File: src/rtl/otp_cfg_pkg.sv
package otp_cfg_pkg;
    localparam int unsigned CU_W     = 8;
    localparam int unsigned CU_REGS  = 4;
    localparam int unsigned CU_AW    = $clog2(CU_REGS);
    localparam int unsigned SEAL_REG = 2;
    localparam int unsigned BANK_W   = CU_W * CU_REGS;

    typedef logic [CU_W-1:0] cu_word_t;

    typedef enum logic [2:0] {
        ST_IDLE,
        ST_WAIT_SUPPLY,
        ST_BURN,
        ST_SEAL,
        ST_HANDSHAKE,
        ST_LOCKED
    } seq_state_e;
endpackage

File: src/rtl/otp_cfg_seq.sv
module otp_cfg_seq
    import otp_cfg_pkg::*;
#(
    parameter int unsigned BURN_CYCLES = 32
) (
    input  logic clk,
    input  logic rst_n,
    input  logic prog_req,
    input  logic vpp_good,
    input  logic lock_in,
    output logic wr_ok,
    output logic fuse_copy,
    output logic fuse_seal,
    output logic busy,
    output logic done
);
    localparam int unsigned CW = $clog2(BURN_CYCLES + 1);
    localparam logic [CW-1:0] LAST = CW'(BURN_CYCLES - 1);

    seq_state_e st_q, st_d;
    logic [CW-1:0] cnt_q;

    // state register and burn timer
    always_ff @(posedge clk or negedge rst_n) begin
        if (!rst_n) begin
            st_q  <= ST_IDLE;
            cnt_q <= '0;
        end else begin
            st_q  <= st_d;
            cnt_q <= (st_q == ST_BURN) ? cnt_q + 1'b1 : '0;
        end
    end

    always_comb begin
        st_d = st_q;
        unique case (st_q)
            ST_IDLE: begin
                if (lock_in)       st_d = ST_LOCKED;
                else if (prog_req) st_d = ST_WAIT_SUPPLY;
            end
            ST_WAIT_SUPPLY: if (vpp_good) st_d = ST_BURN;
            ST_BURN:        if (cnt_q == LAST) st_d = ST_SEAL;
            ST_SEAL:        st_d = ST_HANDSHAKE;
            ST_HANDSHAKE:   st_d = ST_LOCKED;
            ST_LOCKED:      st_d = ST_LOCKED;
            default:        st_d = ST_IDLE;
        endcase
    end

    // outputs decoded from the state
    always_comb begin
        wr_ok     = (st_q == ST_IDLE) && !lock_in;
        fuse_copy = (st_q == ST_BURN) && (cnt_q == LAST);
        fuse_seal = (st_q == ST_SEAL);
        busy      = (st_q == ST_WAIT_SUPPLY) || (st_q == ST_BURN) || (st_q == ST_SEAL);
        done      = (st_q == ST_HANDSHAKE);
    end

    a_r3_hold_without_supply: assert property (@(posedge clk) disable iff (!rst_n)
        (st_q == ST_WAIT_SUPPLY && !vpp_good) |=> (st_q == ST_WAIT_SUPPLY && !done && !fuse_copy));
    a_r4_timer_bounded: assert property (@(posedge clk) disable iff (!rst_n)
        (st_q == ST_BURN) |-> (cnt_q <= LAST));
    a_r5_done_single: assert property (@(posedge clk) disable iff (!rst_n)
        done |=> !done);
    a_r5_seal_follows_copy: assert property (@(posedge clk) disable iff (!rst_n)
        fuse_copy |=> fuse_seal);
    a_r6_final_state: assert property (@(posedge clk) disable iff (!rst_n)
        (st_q == ST_LOCKED) |=> (st_q == ST_LOCKED && !busy));
endmodule

File: src/rtl/otp_cfg_bank.sv
module otp_cfg_bank
    import otp_cfg_pkg::*;
#(
    parameter int unsigned LOCK_BIT = 7
) (
    input  logic              clk,
    input  logic              rst_n,
    input  logic              wr_ok,
    input  logic              wr_en,
    input  logic [CU_AW-1:0]  wr_addr,
    input  cu_word_t          wr_data,
    input  logic              fuse_copy,
    input  logic              fuse_seal,
    output logic [BANK_W-1:0] cfg_word,
    output logic [BANK_W-1:0] fuse_flat,
    output logic              lock
);
    localparam int unsigned LOCK_IDX = SEAL_REG * CU_W + LOCK_BIT;

    logic [BANK_W-1:0] ram_flat;

    assign lock = fuse_flat[LOCK_IDX];

    for (genvar g = 0; g < CU_REGS; g++) begin : g_word
        localparam cu_word_t KEEP = (g == SEAL_REG) ? ~(cu_word_t'(1) << LOCK_BIT) : '1;
        localparam cu_word_t SEAL = (g == SEAL_REG) ?  (cu_word_t'(1) << LOCK_BIT) : '0;

        cu_word_t ram_q;
        cu_word_t fuse_q;

        always_ff @(posedge clk or negedge rst_n) begin
            if (!rst_n) begin
                ram_q  <= '0;
                fuse_q <= '0;
            end else begin
                if (wr_ok && wr_en && (wr_addr == CU_AW'(g)))
                    ram_q <= wr_data & KEEP;
                if (fuse_copy && !lock)
                    fuse_q <= ram_q;
                else if (fuse_seal && !lock)
                    fuse_q <= fuse_q | SEAL;
            end
        end

        assign ram_flat[g*CU_W +: CU_W]  = ram_q;
        assign fuse_flat[g*CU_W +: CU_W] = fuse_q;
        assign cfg_word[g*CU_W +: CU_W]  = lock ? fuse_q : ram_q;
    end

    a_r6_lock_sticky: assert property (@(posedge clk) disable iff (!rst_n)
        lock |=> lock);
    a_r6_fuses_frozen: assert property (@(posedge clk) disable iff (!rst_n)
        lock |=> $stable(fuse_flat));
    a_r6_shadow_closed: assert property (@(posedge clk) disable iff (!rst_n)
        !wr_ok |=> $stable(ram_flat));
    a_r2_lock_not_writable: assert property (@(posedge clk) disable iff (!rst_n)
        !lock |-> !cfg_word[LOCK_IDX]);
endmodule

File: src/rtl/otp_cfg_parity.sv
module otp_cfg_parity
    import otp_cfg_pkg::*;
#(
    parameter int unsigned PAR_BIT = 6
) (
    input  logic              clk,
    input  logic              rst_n,
    input  logic [BANK_W-1:0] fuse_flat,
    input  logic              lock,
    input  logic              cfg_mode,
    output logic              parity_err
);
    localparam int unsigned PAR_IDX = SEAL_REG * CU_W + PAR_BIT;
    localparam logic [BANK_W-1:0] DATA_MASK = ~({{(BANK_W-1){1'b0}}, 1'b1} << PAR_IDX);

    logic computed, stored, differs;

    assign computed = ^(fuse_flat & DATA_MASK);
    assign stored   = fuse_flat[PAR_IDX];
    assign differs  = computed != stored;

    always_ff @(posedge clk or negedge rst_n) begin
        if (!rst_n) parity_err <= 1'b0;
        else        parity_err <= lock && !cfg_mode && differs;
    end

    a_r8_cfg_suppress: assert property (@(posedge clk) disable iff (!rst_n)
        cfg_mode |=> !parity_err);
    a_r7_odd_flags: assert property (@(posedge clk) disable iff (!rst_n)
        (lock && !cfg_mode && (^fuse_flat)) |=> parity_err);
    a_r7_even_quiet: assert property (@(posedge clk) disable iff (!rst_n)
        !(^fuse_flat) |=> !parity_err);
endmodule

File: src/rtl/otp_cfg_lock.sv
module otp_cfg_lock
    import otp_cfg_pkg::*;
#(
    parameter int unsigned BURN_CYCLES = 32,
    parameter int unsigned PAR_BIT     = 6,
    parameter int unsigned LOCK_BIT    = 7
) (
    input  logic              clk,
    input  logic              rst_n,
    input  logic              cfg_mode,
    input  logic              wr_en,
    input  logic [CU_AW-1:0]  wr_addr,
    input  logic [CU_W-1:0]   wr_data,
    input  logic              prog_req,
    input  logic              vpp_good,
    output logic [BANK_W-1:0] cfg_word,
    output logic              locked,
    output logic              busy,
    output logic              done,
    output logic              parity_err
);
    logic              wr_ok, fuse_copy, fuse_seal;
    logic [BANK_W-1:0] fuse_flat;

    otp_cfg_seq #(.BURN_CYCLES(BURN_CYCLES)) u_seq (
        .clk       (clk),
        .rst_n     (rst_n),
        .prog_req  (prog_req),
        .vpp_good  (vpp_good),
        .lock_in   (locked),
        .wr_ok     (wr_ok),
        .fuse_copy (fuse_copy),
        .fuse_seal (fuse_seal),
        .busy      (busy),
        .done      (done)
    );

    otp_cfg_bank #(.LOCK_BIT(LOCK_BIT)) u_bank (
        .clk       (clk),
        .rst_n     (rst_n),
        .wr_ok     (wr_ok),
        .wr_en     (wr_en),
        .wr_addr   (wr_addr),
        .wr_data   (wr_data),
        .fuse_copy (fuse_copy),
        .fuse_seal (fuse_seal),
        .cfg_word  (cfg_word),
        .fuse_flat (fuse_flat),
        .lock      (locked)
    );

    otp_cfg_parity #(.PAR_BIT(PAR_BIT)) u_parity (
        .clk        (clk),
        .rst_n      (rst_n),
        .fuse_flat  (fuse_flat),
        .lock       (locked),
        .cfg_mode   (cfg_mode),
        .parity_err (parity_err)
    );

    a_r5_handshake_with_lock: assert property (@(posedge clk) disable iff (!rst_n)
        done |-> (locked && !busy));
endmodule

File: config.mk
export PLATFORM = sky130hd
export DESIGN_NAME = otp_cfg_lock
export DESIGN_NICKNAME = d
export VERILOG_FILES = /design/src/rtl/otp_cfg_pkg.sv /design/src/rtl/otp_cfg_seq.sv /design/src/rtl/otp_cfg_bank.sv /design/src/rtl/otp_cfg_parity.sv /design/src/rtl/otp_cfg_lock.sv
export SDC_FILE = /design/constraint.sdc
export NUM_CORES = 1
export LEC_CHECK = 0
export ABC_AREA = 0
export BUFFER_PORTS_ARGS = -buffer_cell sky130_fd_sc_hd__buf_2
export CAP_MARGIN = 0
export CORE_MARGIN = 10
export CORE_UTILIZATION = 55
export CTS_BUF_LIST = sky130_fd_sc_hd__clkbuf_4
export CTS_CLUSTER_SIZE = 10
export DETAILED_ROUTE_END_ITERATION = 7
export GPL_ROUTABILITY_DRIVEN = 0
export PLACE_DENSITY = 0.77
export SYNTH_ARGS = -nofsm -noshare
export SYNTH_HDL_FRONTEND = slang
export SYNTH_SLANG_ARGS = --single-unit
File: constraint.sdc
create_clock -name clk -period 2.3 [get_ports clk]
set_input_delay 0.23 -clock clk [delete_from_list [all_inputs] [get_ports clk]]
set_output_delay 0.23 -clock clk [all_outputs]
set_load 0.05 [all_outputs]
==> run metrics <==
Residual DRC 0; # resized after CTS 0; total of max-cap violations 0; Root Driver clkbuf_4; clock sinks 73; share of cells above drive strength 1 0.530; Top-Level Pins 52; share of the synthesized area in the top cell type 0.527; antenna violations before repair 0; Seq pwr share 0.528; commonest register cell after synthesis dfrtp_1; Sw Pwr ~0.48 mW; Post-synth EDFFs 0; crit-path max FO 7; final setup fails 0; max incr delay on CP 0.46 ns; crit-path leading delay family simple AND/OR/NAND/NOR gates; RSZ-0062 raised after global routing false; worst path arrival time roughly 1.7 ns; Total GRT Usage 0.142; post-synthesis cell count 249; Final Critical Period 1.94 ns; flops & latches, synth 73; vias per inst between 5 and 6; power share of the combinational group 0.025; relative slew slack 0.638; period utilization 0.842; critical path depth 3; CP Buf/Inv Count 1; post-synth top area cell dfrtp_1; std cell rows 28; DP HPWL 4.70 mm; CP Launch Type register; FF+latch area approximately 0.0018 mm2; syn nets 266; Congestion Overflow GR 0; Routed WL per cell around 17 um; Chip Height 99.4 um; number of buffers created by CTS 9; WS Path Type register to primary output; clock slew at reported path FFs ~0.12 ns; yosys warns 0; largest net degree at the start of global routing 74; most common cell in the netlist mux2_2; cell area after synthesis between 0.003 and 0.004 mm2; Peak supply drop ~0.42 mV; fillers around 460; most frequent cells after synthesis mux2_2, dfrtp_1, xnor2_1; status completed; vias in the first global route about 2300; First DRT Iteration DRCs 60; critical path's slowest cell dfrtp_1; Setup TNS Final 0 ns; Cell variety after synth 26; CTS tree yes; full die area 0.00987 mm2; area of the multi-input gates around 0.0016 mm2; clock network power share 0.447; number of diodes 0; Reg2Reg Depth 6; final max-slew violation count 0; number of I/O port buffers between 50 and 60; Pwr Total ~2.4 mW; register area share after synthesis 0.527; crit path cell chain nor2_1 -> and2_1 -> buf_2; Slew @ Worst Pin 0.542 ns; top cells by area, synth dfrtp_1, mux2_2, xnor2_1; type of the most critical hold path primary input to register; Pwr per Cell Area 602 mW/mm2; fmax ~520 MHz; switch share 0.196; endpoints failing hold 0; first-pass GRT wire length about 11 mm; TritonRoute pass-1 iters 4; critical path endpoint category primary output; maximum root-to-sink buffer count 2; final clock skew ~0.0096 ns; Layout area overhead 16.5%; ANT nets after route 0; Lkg Pwr around 2.2 nW; via count ~2100; hold path depth 2; Final #Nets ~330; Initial Util 0.575; worst-skew pair later-pin latency 0.39 ns; Int Pwr about 2.0 mW; syn avg cell area roughly 14 um2; async set-reset flop share out of synthesis 1.00; Core ar. 0.00603 mm2; die width slightly below 100 um; required time of the critical path slightly above 2 ns; Clock H-tree levels 3; drt total wl roughly 6.8 mm
## flip-flops by register name, indices dropped and copies added (netlist names)
register / flops
u_parity.parity_err: 1
u_seq.cnt_q: 6
u_seq.st_q: 3
u_bank.g_word.ram_q: 31
u_bank.g_word.fuse_q: 32
## logic make-up after synthesis
group	Yosys count	synth area share
buffers and inverters	10	0.0155
AND/OR/NAND/NOR	30	0.0513
adder cells (fa/ha/maj)	1	0.00361
multiplexers	93	0.302
XOR/XNOR	35	0.0885
flip-flops	73	0.527
AO/OA/AOI/OAI	7	0.0112
## layer usage
metal / up-vias / GRT usage / routed length, um / part of all wire
met5: - / 0 / 0 / 0
met4: 0 / 0.0496 / 85 / 0.013
met3: 10 / 0.0374 / 329 / 0.049
met2: 45 / 0.225 / 3190 / 0.47
met1: 1035 / 0.182 / 3160 / 0.47
li1: 1008 / - / - / -
## worst paths after layout
path | from | endpoint | slack [ns]
setup / recovery | u_seq.st_q[1] | done | 0.36
hold / removal | wr_data[7] | u_bank.g_word[0].ram_q[7] | 0.10
setup reg to reg | u_seq.st_q[2] | u_bank.g_word[1].fuse_q[4] | 0.38
hold reg to reg | u_seq.cnt_q[0] | u_seq.cnt_q[0] | 0.49
max in group asynchronous | rst_n | u_bank.g_word[0].fuse_q[3] | 1.61
min in group asynchronous | rst_n | u_bank.g_word[2].ram_q[0] | 0.38
## layout by cell type (no fill, tap or decap), types with 2 or more instances in the layout
| cell type | count |
|---|---|
| a21oi_1 | 3 |
| and3_1 | 2 |
| buf_2 | 51 |
| buf_4 | 4 |
| bufinv_16 | 4 |
| clkbuf_4 | 9 |
| clkinv_1 | 2 |
| dfrtp_1 | 73 |
| dlygate4sd3_1 | 2 |
| inv_1 | 2 |
| mux2_2 | 93 |
| nand2_1 | 4 |
| nand3_1 | 3 |
| nor2_1 | 9 |
| nor3b_1 | 3 |
| o21ai_0 | 3 |
| xnor2_1 | 28 |
| xor2_1 | 7 |
## per-stage QoR
stage	worst slack [ns]	util	instance area [um2]	hold WS, ns	cells
final	0.363	0.670	4040	0.100	390
after global placement	0.425	0.633	3820	0.292	372
after detailed placement	0.409	0.633	3820	0.287	372
after global routing	0.207	0.670	4040	0.0769	390
after floorplan	0.270	-	3460	-0.0656	249
after CTS	0.375	0.670	4040	0.0814	390
## cell type report
type	instances	area share
Inverter	2	0.00186
Timing Repair Buffer	58	0.0806
Sequential cell	73	0.453
Clock buffer	9	0.0167
Clock inverter	7	0.0329
Tap cell	75	0.0232
Multi-Input combinational cell	166	0.392
## power by group through the flow
stage / clock network (mW) / logic, mW / registers (mW)
after floorplan: 0 / 0.00367 / 1.31
final: 1.09 / 0.0613 / 1.28
after CTS: 1.11 / 0.0641 / 1.28
after global placement: 0 / 0.0621 / 1.31
after detailed placement: 0 / 0.0613 / 1.31
after global routing: 1.16 / 0.0700 / 1.28
## timing repair
action,4_1_cts,5_1_grt
endpoints found under the hold margin,74,0
hold buffers,2,0
buffers inserted,0,0
Note: power is estimated with default switching activity, not from simulation.
